[src/rtl/cla_pkg.sv]
package cla_pkg;

    typedef enum logic [2:0] {
        ST_LOS  = 3'd0,
        ST_CD1  = 3'd1,
        ST_CD2  = 3'd2,
        ST_CD3  = 3'd3,
        ST_SYNC = 3'd4
    } sync_st_e;

    // One symbol step of the synchronization machine.
    function automatic sync_st_e sync_step(sync_st_e s, logic k, logic ok);
        logic is_k;
        logic is_d;
        sync_st_e n;
        is_k = k & ok;
        is_d = ~k & ok;
        case (s)
            ST_LOS:  n = is_k ? ST_CD1 : ST_LOS;
            ST_CD1:  n = is_d ? ST_CD2 : ST_LOS;
            ST_CD2:  n = is_d ? ST_CD3 : ST_LOS;
            ST_CD3:  n = is_d ? ST_SYNC : ST_LOS;
            ST_SYNC: n = ok ? ST_SYNC : ST_LOS;
            default: n = ST_LOS;
        endcase
        return n;
    endfunction

endpackage

[src/rtl/cla_sync_fsm.sv]
module cla_sync_fsm
    import cla_pkg::*;
#(
    parameter int LANES = 4,
    parameter int LW    = 2
) (
    input  logic               clk,
    input  logic               rst,
    input  logic [LANES-1:0]   k,
    input  logic [LANES-1:0]   ok,
    output sync_st_e           state_q,
    output logic               start_vld,
    output logic [LW-1:0]      start_lane
);

    sync_st_e chain [LANES+1];
    logic     any_start;

    assign chain[0] = state_q;

    generate
        for (genvar i = 0; i < LANES; i++) begin : g_step
            assign chain[i+1] = sync_step(chain[i], k[i], ok[i]);
        end
    endgenerate

    // Last lane where a run was opened; only one run can survive the word.
    always_comb begin
        any_start  = 1'b0;
        start_lane = '0;
        for (int i = 0; i < LANES; i++) begin
            if (chain[i] == ST_LOS && chain[i+1] == ST_CD1) begin
                any_start  = 1'b1;
                start_lane = LW'(i);
            end
        end
        start_vld = any_start && (chain[LANES] != ST_LOS);
    end

    always_ff @(posedge clk) begin
        if (rst) state_q <= ST_LOS;
        else     state_q <= chain[LANES];
    end

    // reset leaves the machine out of sync
    a_r1_reset_los: assert property (@(posedge clk) disable iff (rst)
        $fell(rst) |-> state_q == ST_LOS);

    // without a valid comma the machine cannot leave loss of sync
    a_r2_los_needs_k: assert property (@(posedge clk) disable iff (rst)
        (state_q == ST_LOS && !(|(k & ok))) |=> state_q == ST_LOS);

    // a bad code group while synchronized breaks sync
    a_r6_bad_drops: assert property (@(posedge clk) disable iff (rst)
        (state_q == ST_SYNC && !(&ok)) |=> state_q != ST_SYNC);

endmodule

[src/rtl/cla_lane_rotator.sv]
module cla_lane_rotator #(
    parameter int LANES = 4,
    parameter int BW    = 8,
    parameter int LW    = 2
) (
    input  logic                  clk,
    input  logic                  rst,
    input  logic                  load,
    input  logic [LW-1:0]         load_lane,
    input  logic [LANES*BW-1:0]   in_data,
    output logic [LANES*BW-1:0]   out_data
);

    localparam int DW = LANES * BW;

    logic [DW-1:0]   prev_q;
    logic [LW-1:0]   rot_q;
    logic [2*DW-1:0] joined;
    logic [DW-1:0]   rotated;

    assign joined = {in_data, prev_q};

    generate
        for (genvar j = 0; j < LANES; j++) begin : g_lane
            always_comb begin
                rotated[j*BW +: BW] = joined[(int'(rot_q) + j)*BW +: BW];
            end
        end
    endgenerate

    always_ff @(posedge clk) begin
        if (rst) begin
            prev_q   <= '0;
            rot_q    <= '0;
            out_data <= '0;
        end else begin
            prev_q   <= in_data;
            out_data <= rotated;
            if (load) rot_q <= load_lane;
        end
    end

    // rotation is frozen unless a new run is opened
    a_r8_rot_frozen: assert property (@(posedge clk) disable iff (rst)
        !load |=> $stable(rot_q));

    // output word is cleared by reset
    a_r1_out_clear: assert property (@(posedge clk) disable iff (rst)
        $fell(rst) |-> out_data == '0);

endmodule

[src/rtl/comma_lane_align.sv]
module comma_lane_align
    import cla_pkg::*;
#(
    parameter int LANES = 4,
    parameter int BW    = 8
) (
    input  logic                  clk,
    input  logic                  rst,
    input  logic [LANES*BW-1:0]   in_data,
    input  logic [LANES-1:0]      in_k,
    input  logic [LANES-1:0]      in_ok,
    output logic [LANES*BW-1:0]   out_data,
    output logic                  sync_acquired,
    output logic                  align_en
);

    localparam int LW = (LANES > 1) ? $clog2(LANES) : 1;

    sync_st_e      state;
    logic          start_vld;
    logic [LW-1:0] start_lane;

    cla_sync_fsm #(.LANES(LANES), .LW(LW)) u_fsm (
        .clk        (clk),
        .rst        (rst),
        .k          (in_k),
        .ok         (in_ok),
        .state_q    (state),
        .start_vld  (start_vld),
        .start_lane (start_lane)
    );

    cla_lane_rotator #(.LANES(LANES), .BW(BW), .LW(LW)) u_rot (
        .clk       (clk),
        .rst       (rst),
        .load      (start_vld),
        .load_lane (start_lane),
        .in_data   (in_data),
        .out_data  (out_data)
    );

    assign sync_acquired = (state == ST_SYNC);
    assign align_en      = (state == ST_LOS);

    // the search stays enabled across a word with no valid comma
    a_r7_en_held: assert property (@(posedge clk) disable iff (rst)
        (align_en && !(|(in_k & in_ok))) |=> align_en);

endmodule

[config.mk]
export PLATFORM = sky130hd
export DESIGN_NAME = comma_lane_align
export DESIGN_NICKNAME = d
export VERILOG_FILES = /design/src/rtl/cla_pkg.sv /design/src/rtl/cla_sync_fsm.sv /design/src/rtl/cla_lane_rotator.sv /design/src/rtl/comma_lane_align.sv
export SDC_FILE = /design/constraint.sdc
export NUM_CORES = 1
export LEC_CHECK = 0
export BUFFER_PORTS_ARGS = -buffer_cell sky130_fd_sc_hd__buf_2
export CAP_MARGIN = 25
export CORE_ASPECT_RATIO = 0.9
export CORE_MARGIN = 3
export CORE_UTILIZATION = 50
export CTS_CLUSTER_SIZE = 12
export DETAILED_ROUTE_END_ITERATION = 16
export PLACE_DENSITY = 0.77
export SLEW_MARGIN = 20
export SYNTH_ARGS = -nofsm -noshare
export SYNTH_HDL_FRONTEND = slang
export SYNTH_SLANG_ARGS = --single-unit
[constraint.sdc]
create_clock -name clk -period 2.56 [get_ports clk]
set_input_delay 0.512 -clock clk [delete_from_list [all_inputs] [get_ports clk]]
set_output_delay 0.512 -clock clk [all_outputs]
set_load 0.01 [all_outputs]
==> reports/results.ini, run 1 <==
[timing]
period_minus_slack_ns = 2.17
hold_viol_final = 0
fmax_ghz = 0.460
hold_ws_ns = 0.379
tightest_slew_ns = 0.568
fin_setup_tns_ns = 0
fin_worst_skew_ns = 0.0104
finalCritPeriodShare_pct = 85.0
slew_headroom_pct = 61.6
setup_viol = 0
rsz0062_at_grt = false
drv_slew = 0

[routing]
wl_met2_um = 2810
wl_um = 5640
routed_via_density = 5.34
drt_iter0_drc = 83
wl_per_cell_um = 14.5
drc = 0
dr.max_layer_used = met4
wl_met3_um = 344
vias = 2071
drtPass1Iterations = 4
drtAntennaViolNets = 0
met1_length_um = 2410

[power]
vdd_ir_drop_max_mv = 0.519
p_comb_share_pct = 16.5
p_per_area_nw_per_um2 = 710
internal_power_w = 0.00202
net-switching-power_w = 0.000622
clkPwrFrac_pct = 37.9
p_leak_nw = 1.55
sequentialPowerShare_pct = 45.6
switching_share_pct = 23.5
power.total_w = 0.00264

[worst_setup_path]
criticalPathCategory = reg2reg
cp-start-kind = flop
critPathArrivalTime_ns = 2.43
cp.required_ns = 2.82
path_max_fanout = 9
endpoint_kind = flop

[outcome]
outcome = finished clean

[die]
core_um2 = 5790
die_area_um2 = 7090
die_h_um = 80.2
ios = 76
die_w_um = 88.5
initial_core_util_pct = 52.8
rows = 26

[placed_design]
gp_congestion = 0.883
portBuffers = 75
dp.cells = 372
hpwl_um = 4040

[logic_synthesis]
synthMuxAreaShare_pct = 24.3
syn_avg_cell_area_um2 = 12.8
async_flop_share_pct = 0
ys_seq_area_share_pct = 45.2
syn_area_um2 = 3060
synthCells = 239
synth-compound-area-share_pct = 6.30
synth_edf_count = 0
synth_xor_area_share_pct = 1.15
synthFlopType = dfxtp_1
synthAdderAreaFrac_pct = 0
synth.distinct_cells = 46
ys_ff_latch = 69
yosys.area_share.simple_pct = 19.3
synth_top_family_by_area = multiplexers
synth.net_count = 281
yosysWarnings = 0

[grt]
grt_antenna_before_repair = 0
grt_pass1_wl_um = 9130
grt_max_degree = 35
grt.overflow.total = 0
first_global_vias = 1975
grt_use_total_pct = 17.2

[worst_hold_path]
hp-class = in2reg

[cells_and_area]
num-fill-cells = 474
area_growth_pct = 21.6
layout_common_cells = buf_2, dfxtp_1, mux4_2, and2_1, nor2b_1
layout.nets = 355
drive_gt1_share_pct = 45.0
mostFrequentLayoutCell = buf_2
n_antenna_cell = 0
final_cells = 388

[clock_tree]
cts.sinks = 69
root_buffer = clkbuf_8
numCtsBuffers = 9
path_clk_slew_ns = 0.08
post_cts_resized = 0
cts_tree = yes
clock_path_buffers = 2
cts_setup_buffers = 0
cts_hold_buffers = 0
htreeDepth = 3
clk-insertion-delay-late_ns = 0.34

[flow_run]
cap_violations = 0

-- area by class of cell --
cell class                 count  area [µm²]  share of cell area (%)
clock buffer                  11         151                    4.07
tap                           70        87.6                    2.35
timing repair buffer          80         438                    11.8
sequential                    69        1380                    37.2
multi-input combinational    148        1560                    41.9
inverter                       5        18.8                   0.505
clock inverter                 5        81.3                    2.19
-- Yosys cell counts, types with 2 or more instances --
cell	number	area [µm²]
or2b_1	2	15.0
xnor2_1	3	26.3
inv_1	4	15.0
buf_6	3	33.8
nor2_1	2	7.51
a211oi_1	2	15.0
dfxtp_1	69	1380
nor3_1	3	15.0
a21oi_1	3	15.0
o21ai_0	5	25.0
clkbuf_1	10	37.5
buf_2	2	10.0
and2_1	32	200
mux4_2	32	721
nor2b_1	32	200
nand2_1	5	18.8
-- state kept, by name, summed over array words and instances, names as in the netlist --
register	cells
u_fsm.state_q	3
u_rot.out_data	32
u_rot.prev_q	32
u_rot.rot_q	2
-- metal layers --
layer  GRT usage (%)  vias up
li1                -     1010
met1            20.0      984
met2            28.8       69
met3            6.87        8
met5               0        -
met4            5.74        0
-- cells by family after synthesis --
| logic type | Yosys count |
|---|---|
| and+or+nand+nor | 88 |
| DFF | 69 |
| muxes | 34 |
| AOI/OAI and AO/OA | 22 |
| buffers and inverters | 22 |
| xor gates and xnor gates | 4 |
-- path summary, 6_finish.rpt --
check                           slack (ns)        startpoint                 to  cells past startpoint
worst max-delay path                  0.39  u_fsm.state_q[0]     u_rot.rot_q[1]                      6
worst min-delay path                  0.38       in_data[31]   u_rot.prev_q[31]                      2
worst max register to register        0.39  u_fsm.state_q[0]     u_rot.rot_q[1]                      6
worst min register to register        0.65   u_rot.prev_q[5]  u_rot.out_data[5]                      2
-- power by group through the flow --
stage / combinational (W) / clock, W / sequential, W
floorplan: 0.000302 / 0 / 0.00123
global placement: 0.000433 / 0 / 0.00123
detailed placement: 0.000439 / 0 / 0.00123
CTS: 0.000441 / 0.00103 / 0.00121
global route: 0.000475 / 0.00108 / 0.00121
finish: 0.000435 / 0.00100 / 0.00120
-- critical path, cell delays in order, from the launching register on --
cell and delay, ns:
dfxtp_1 0.62, nor2_8 0.08, xnor2_1 0.15, o2111a_2 0.29, or4b_1 0.53, mux2_2 0.28
o32ai_1 0.12
-- metrics by stage --
step,setup WS (ns),utilization [%],area [µm²]
after floorplan,0.507,-,3060
after global placement,0.328,60.2,3490
after detailed placement,0.255,60.2,3490
after CTS,0.402,64.2,3720
after global routing,0.218,64.2,3720
final,0.385,64.2,3720
(Power assumes the default switching activity.)
==> run 2: changes to the inputs <==
--- a/config.mk
+++ b/config.mk
@@ -5,14 +5,15 @@
 export SDC_FILE = /design/constraint.sdc
 export NUM_CORES = 1
 export LEC_CHECK = 0
+export ABC_AREA = 1
 export BUFFER_PORTS_ARGS = -buffer_cell sky130_fd_sc_hd__buf_2
 export CAP_MARGIN = 25
 export CORE_ASPECT_RATIO = 0.9
 export CORE_MARGIN = 3
-export CORE_UTILIZATION = 50
+export CORE_UTILIZATION = 47
 export CTS_CLUSTER_SIZE = 12
 export DETAILED_ROUTE_END_ITERATION = 16
-export PLACE_DENSITY = 0.77
+export PLACE_DENSITY = 0.76
 export SLEW_MARGIN = 20
 export SYNTH_ARGS = -nofsm -noshare
 export SYNTH_HDL_FRONTEND = slang
==> constraint.sdc (replaced) <==
create_clock -name clk -period 1.8 [get_ports clk]
set_input_delay 0.36 -clock clk [delete_from_list [all_inputs] [get_ports clk]]
set_output_delay 0.36 -clock clk [all_outputs]
set_load 0.01 [all_outputs]
==> run 2 against run 1 <==
Against the previous run: synthesized cell count grew 70%; combinational power grew 5.7%; sequential cell count is the same; critical path depth up 6; via count is 29% higher; worst hold slack got worse by 0.15 ns; design area fell by 6.1%; critical path type unchanged; fmax increased by 34%; sequential power increased by 38%.
==> reports/results.ini, run 2 <==
[outcome]
outcome = finished clean

[clock_tree]
htreeDepth = 3
clk-insertion-delay-late_ns = 0.34
cts_tree = yes
numCtsBuffers = 9
cts_setup_buffers = 0
clock_path_buffers = 2
path_clk_slew_ns = 0.06
root_buffer = clkbuf_8
cts.sinks = 69

[worst_hold_path]
hp-class = in2reg

[power]
p_leak_nw = 1.77
vdd_ir_drop_max_mv = 0.483
sequentialPowerShare_pct = 51.3
p_per_area_nw_per_um2 = 926
internal_power_w = 0.00242
clkPwrFrac_pct = 34.5
net-switching-power_w = 0.000819
p_comb_share_pct = 14.2
switching_share_pct = 25.3

[die]
rows = 26
initial_core_util_pct = 49.6
die_w_um = 88.4
ios = 76
die_area_um2 = 7090
core_um2 = 5790
die_h_um = 80.2

[timing]
drv_slew = 0
slew_headroom_pct = 75.4
setup_viol = 0
fin_worst_skew_ns = 0.00496
period_minus_slack_ns = 1.62
hold_ws_ns = 0.225
setup_ws_ns = 0.181
finalCritPeriodShare_pct = 89.9
hold_viol_final = 0
fmax_ghz = 0.618
fin_setup_tns_ns = 0
tightest_slew_ns = 0.370

[worst_setup_path]
cp-start-kind = flop
crit_top_cell = nand2_1
crit_buf_inv = 0
cp.required_ns = 2.07
critPathArrivalTime_ns = 1.89
cp_cell_sequence = nand2_1 -> nor2_1 -> nand2_1 -> nand3_1 -> nor2_4 -> nor2_2 -> nand3_2 -> nand4_2 -> nand3_1 -> nand2_1 -> nand2_1 -> a21oi_2
cpLargestDelayFamily = simple AND/OR/NAND/NOR gates
path_max_fanout = 5
criticalPathCategory = reg2reg
cpPeakStageDelay_ns = 0.37
crit_slowest_cell = dfxtp_2
endpoint_kind = flop

[grt]
use_met2_pct = 31.4
top_usage_layer = met2
grt_antenna_before_repair = 0
grt_pass1_wl_um = 10400
grt_use_total_pct = 18.7
met1_usage_pct = 21.7
grt.met3_usage_pct = 7.90
grt_max_degree = 70
first_global_vias = 2546
grt.overflow.total = 0

[logic_synthesis]
yosys-top-cells-area = dfxtp_1, nand2_1, nor2_1
synth.distinct_cells = 19
yosysWarnings = 0
synth.net_count = 448
synthCells = 406
async_flop_share_pct = 0
syn_area_um2 = 2870
ys_seq_area_share_pct = 48.1
synthFlopType = dfxtp_1
synth_top_area_share_pct = 48.1
syn_avg_cell_area_um2 = 7.08
synth_commonest_cells = nand2_1, dfxtp_1, nor2_1
synthMostInstantiatedCell = nand2_1
ys_ff_latch = 69
synth_top_cell_by_area = dfxtp_1
synth_edf_count = 0

[cells_and_area]
final_cells = 547
layout_common_cells = nand2_1, buf_2, dfxtp_1, nor2_1, inv_1
layout.nets = 517
fin_util_pct = 60.3
top_regs = u_rot.out_data x32, u_rot.prev_q x32, u_fsm.state_q x3
mostFrequentLayoutCell = nand2_1
area_growth_pct = 21.6
drive_gt1_share_pct = 23.5
n_antenna_cell = 0

[routing]
routed_via_density = 4.90
vias = 2681
drtPass1Iterations = 4
wl_per_cell_um = 11.3
drtAntennaViolNets = 0
wl_um = 6160
drc = 0
drt_iter0_drc = 187

[placed_design]
place_ws_ns = 0.0698
portBuffers = 75
hpwl_um = 4330
dp.cells = 534
gp_congestion = 0.808

[flow_run]
cap_violations = 0

run 2: cell count changes after synthesis, sizes merged, moves of 34 or more:
| cell | change |
|---|---|
| nand2 | +92 |
| a21oi | +34 |
| nor2 | +61 |
| inv | +48 |
run 2: layout make-up:
| class | instances | area [µm²] |
|---|---|---|
| Multi-Input combinational cell | 260 | 1210 |
| Timing Repair Buffer | 82 | 440 |
| Clock inverter | 3 | 40.0 |
| Fill cell | 549 | 2300 |
| Inverter | 53 | 199 |
| Sequential cell | 69 | 1390 |
| Clock buffer | 10 | 128 |
| Tap cell | 70 | 87.6 |
run 2: power by group through the flow:
stage,Clock [W],Combinational [W],Sequential (W)
floorplan,0,0.000260,0.00172
global route,0.00123,0.000524,0.00167
global placement,0,0.000447,0.00169
finish,0.00112,0.000460,0.00166
detailed placement,0,0.000456,0.00169
CTS,0.00115,0.000457,0.00166
run 2: path summary, 6_finish.rpt:
path	startpoint	to	slack [ns]	depth (start not counted)
worst max register to register	u_fsm.state_q[0]	u_rot.rot_q[0]	0.18	12
worst min register to register	u_rot.prev_q[6]	u_rot.out_data[6]	0.46	2
worst max-delay path	u_fsm.state_q[0]	u_rot.rot_q[0]	0.18	12
worst min-delay path	in_data[29]	u_rot.prev_q[29]	0.23	3
run 2: per-stage QoR:
stage,total power (W),cell area [µm²]
after floorplan,0.00198,2870
after global placement,0.00214,3310
after detailed placement,0.00215,3310
after CTS,0.00327,3480
after global routing,0.00343,3490
final,0.00324,3490
run 2: kinds of logic (layout without fill, tap and decap cells):
| kind of cell | after synthesis | in the layout | share of synthesized area (%) |
|---|---|---|---|
| compound gates | 83 | 83 | 16.8 |
| simple gates | 177 | 177 | 25.0 |
| flops | 69 | 69 | 48.1 |
| buf+inv | 77 | 148 | 10.1 |
run 2: worst reg2reg max path, cell delays in order, from the launching register on:
cell and delay (ns):
dfxtp_2 0.37, nand2_1 0.08, nor2_1 0.12, nand2_1 0.08, nand3_1 0.11, nor2_4 0.07
nor2_2 0.13, nand3_2 0.11, nand4_2 0.11, nand3_1 0.11, nand2_1 0.09, nand2_1 0.06
a21oi_2 0.12
run 2: timing repair:
item	in CTS	in global routing
hold buffers	0	0
endpoints found under the setup margin	0	2
resized for setup	0	6
run 2: routing by layer:
metal | vias up | share of wire, %
met4 | 0 | 0.86
li1 | 1416 | -
met3 | 5 | 7.0
met2 | 86 | 46
met5 | - | 0
met1 | 1174 | 47
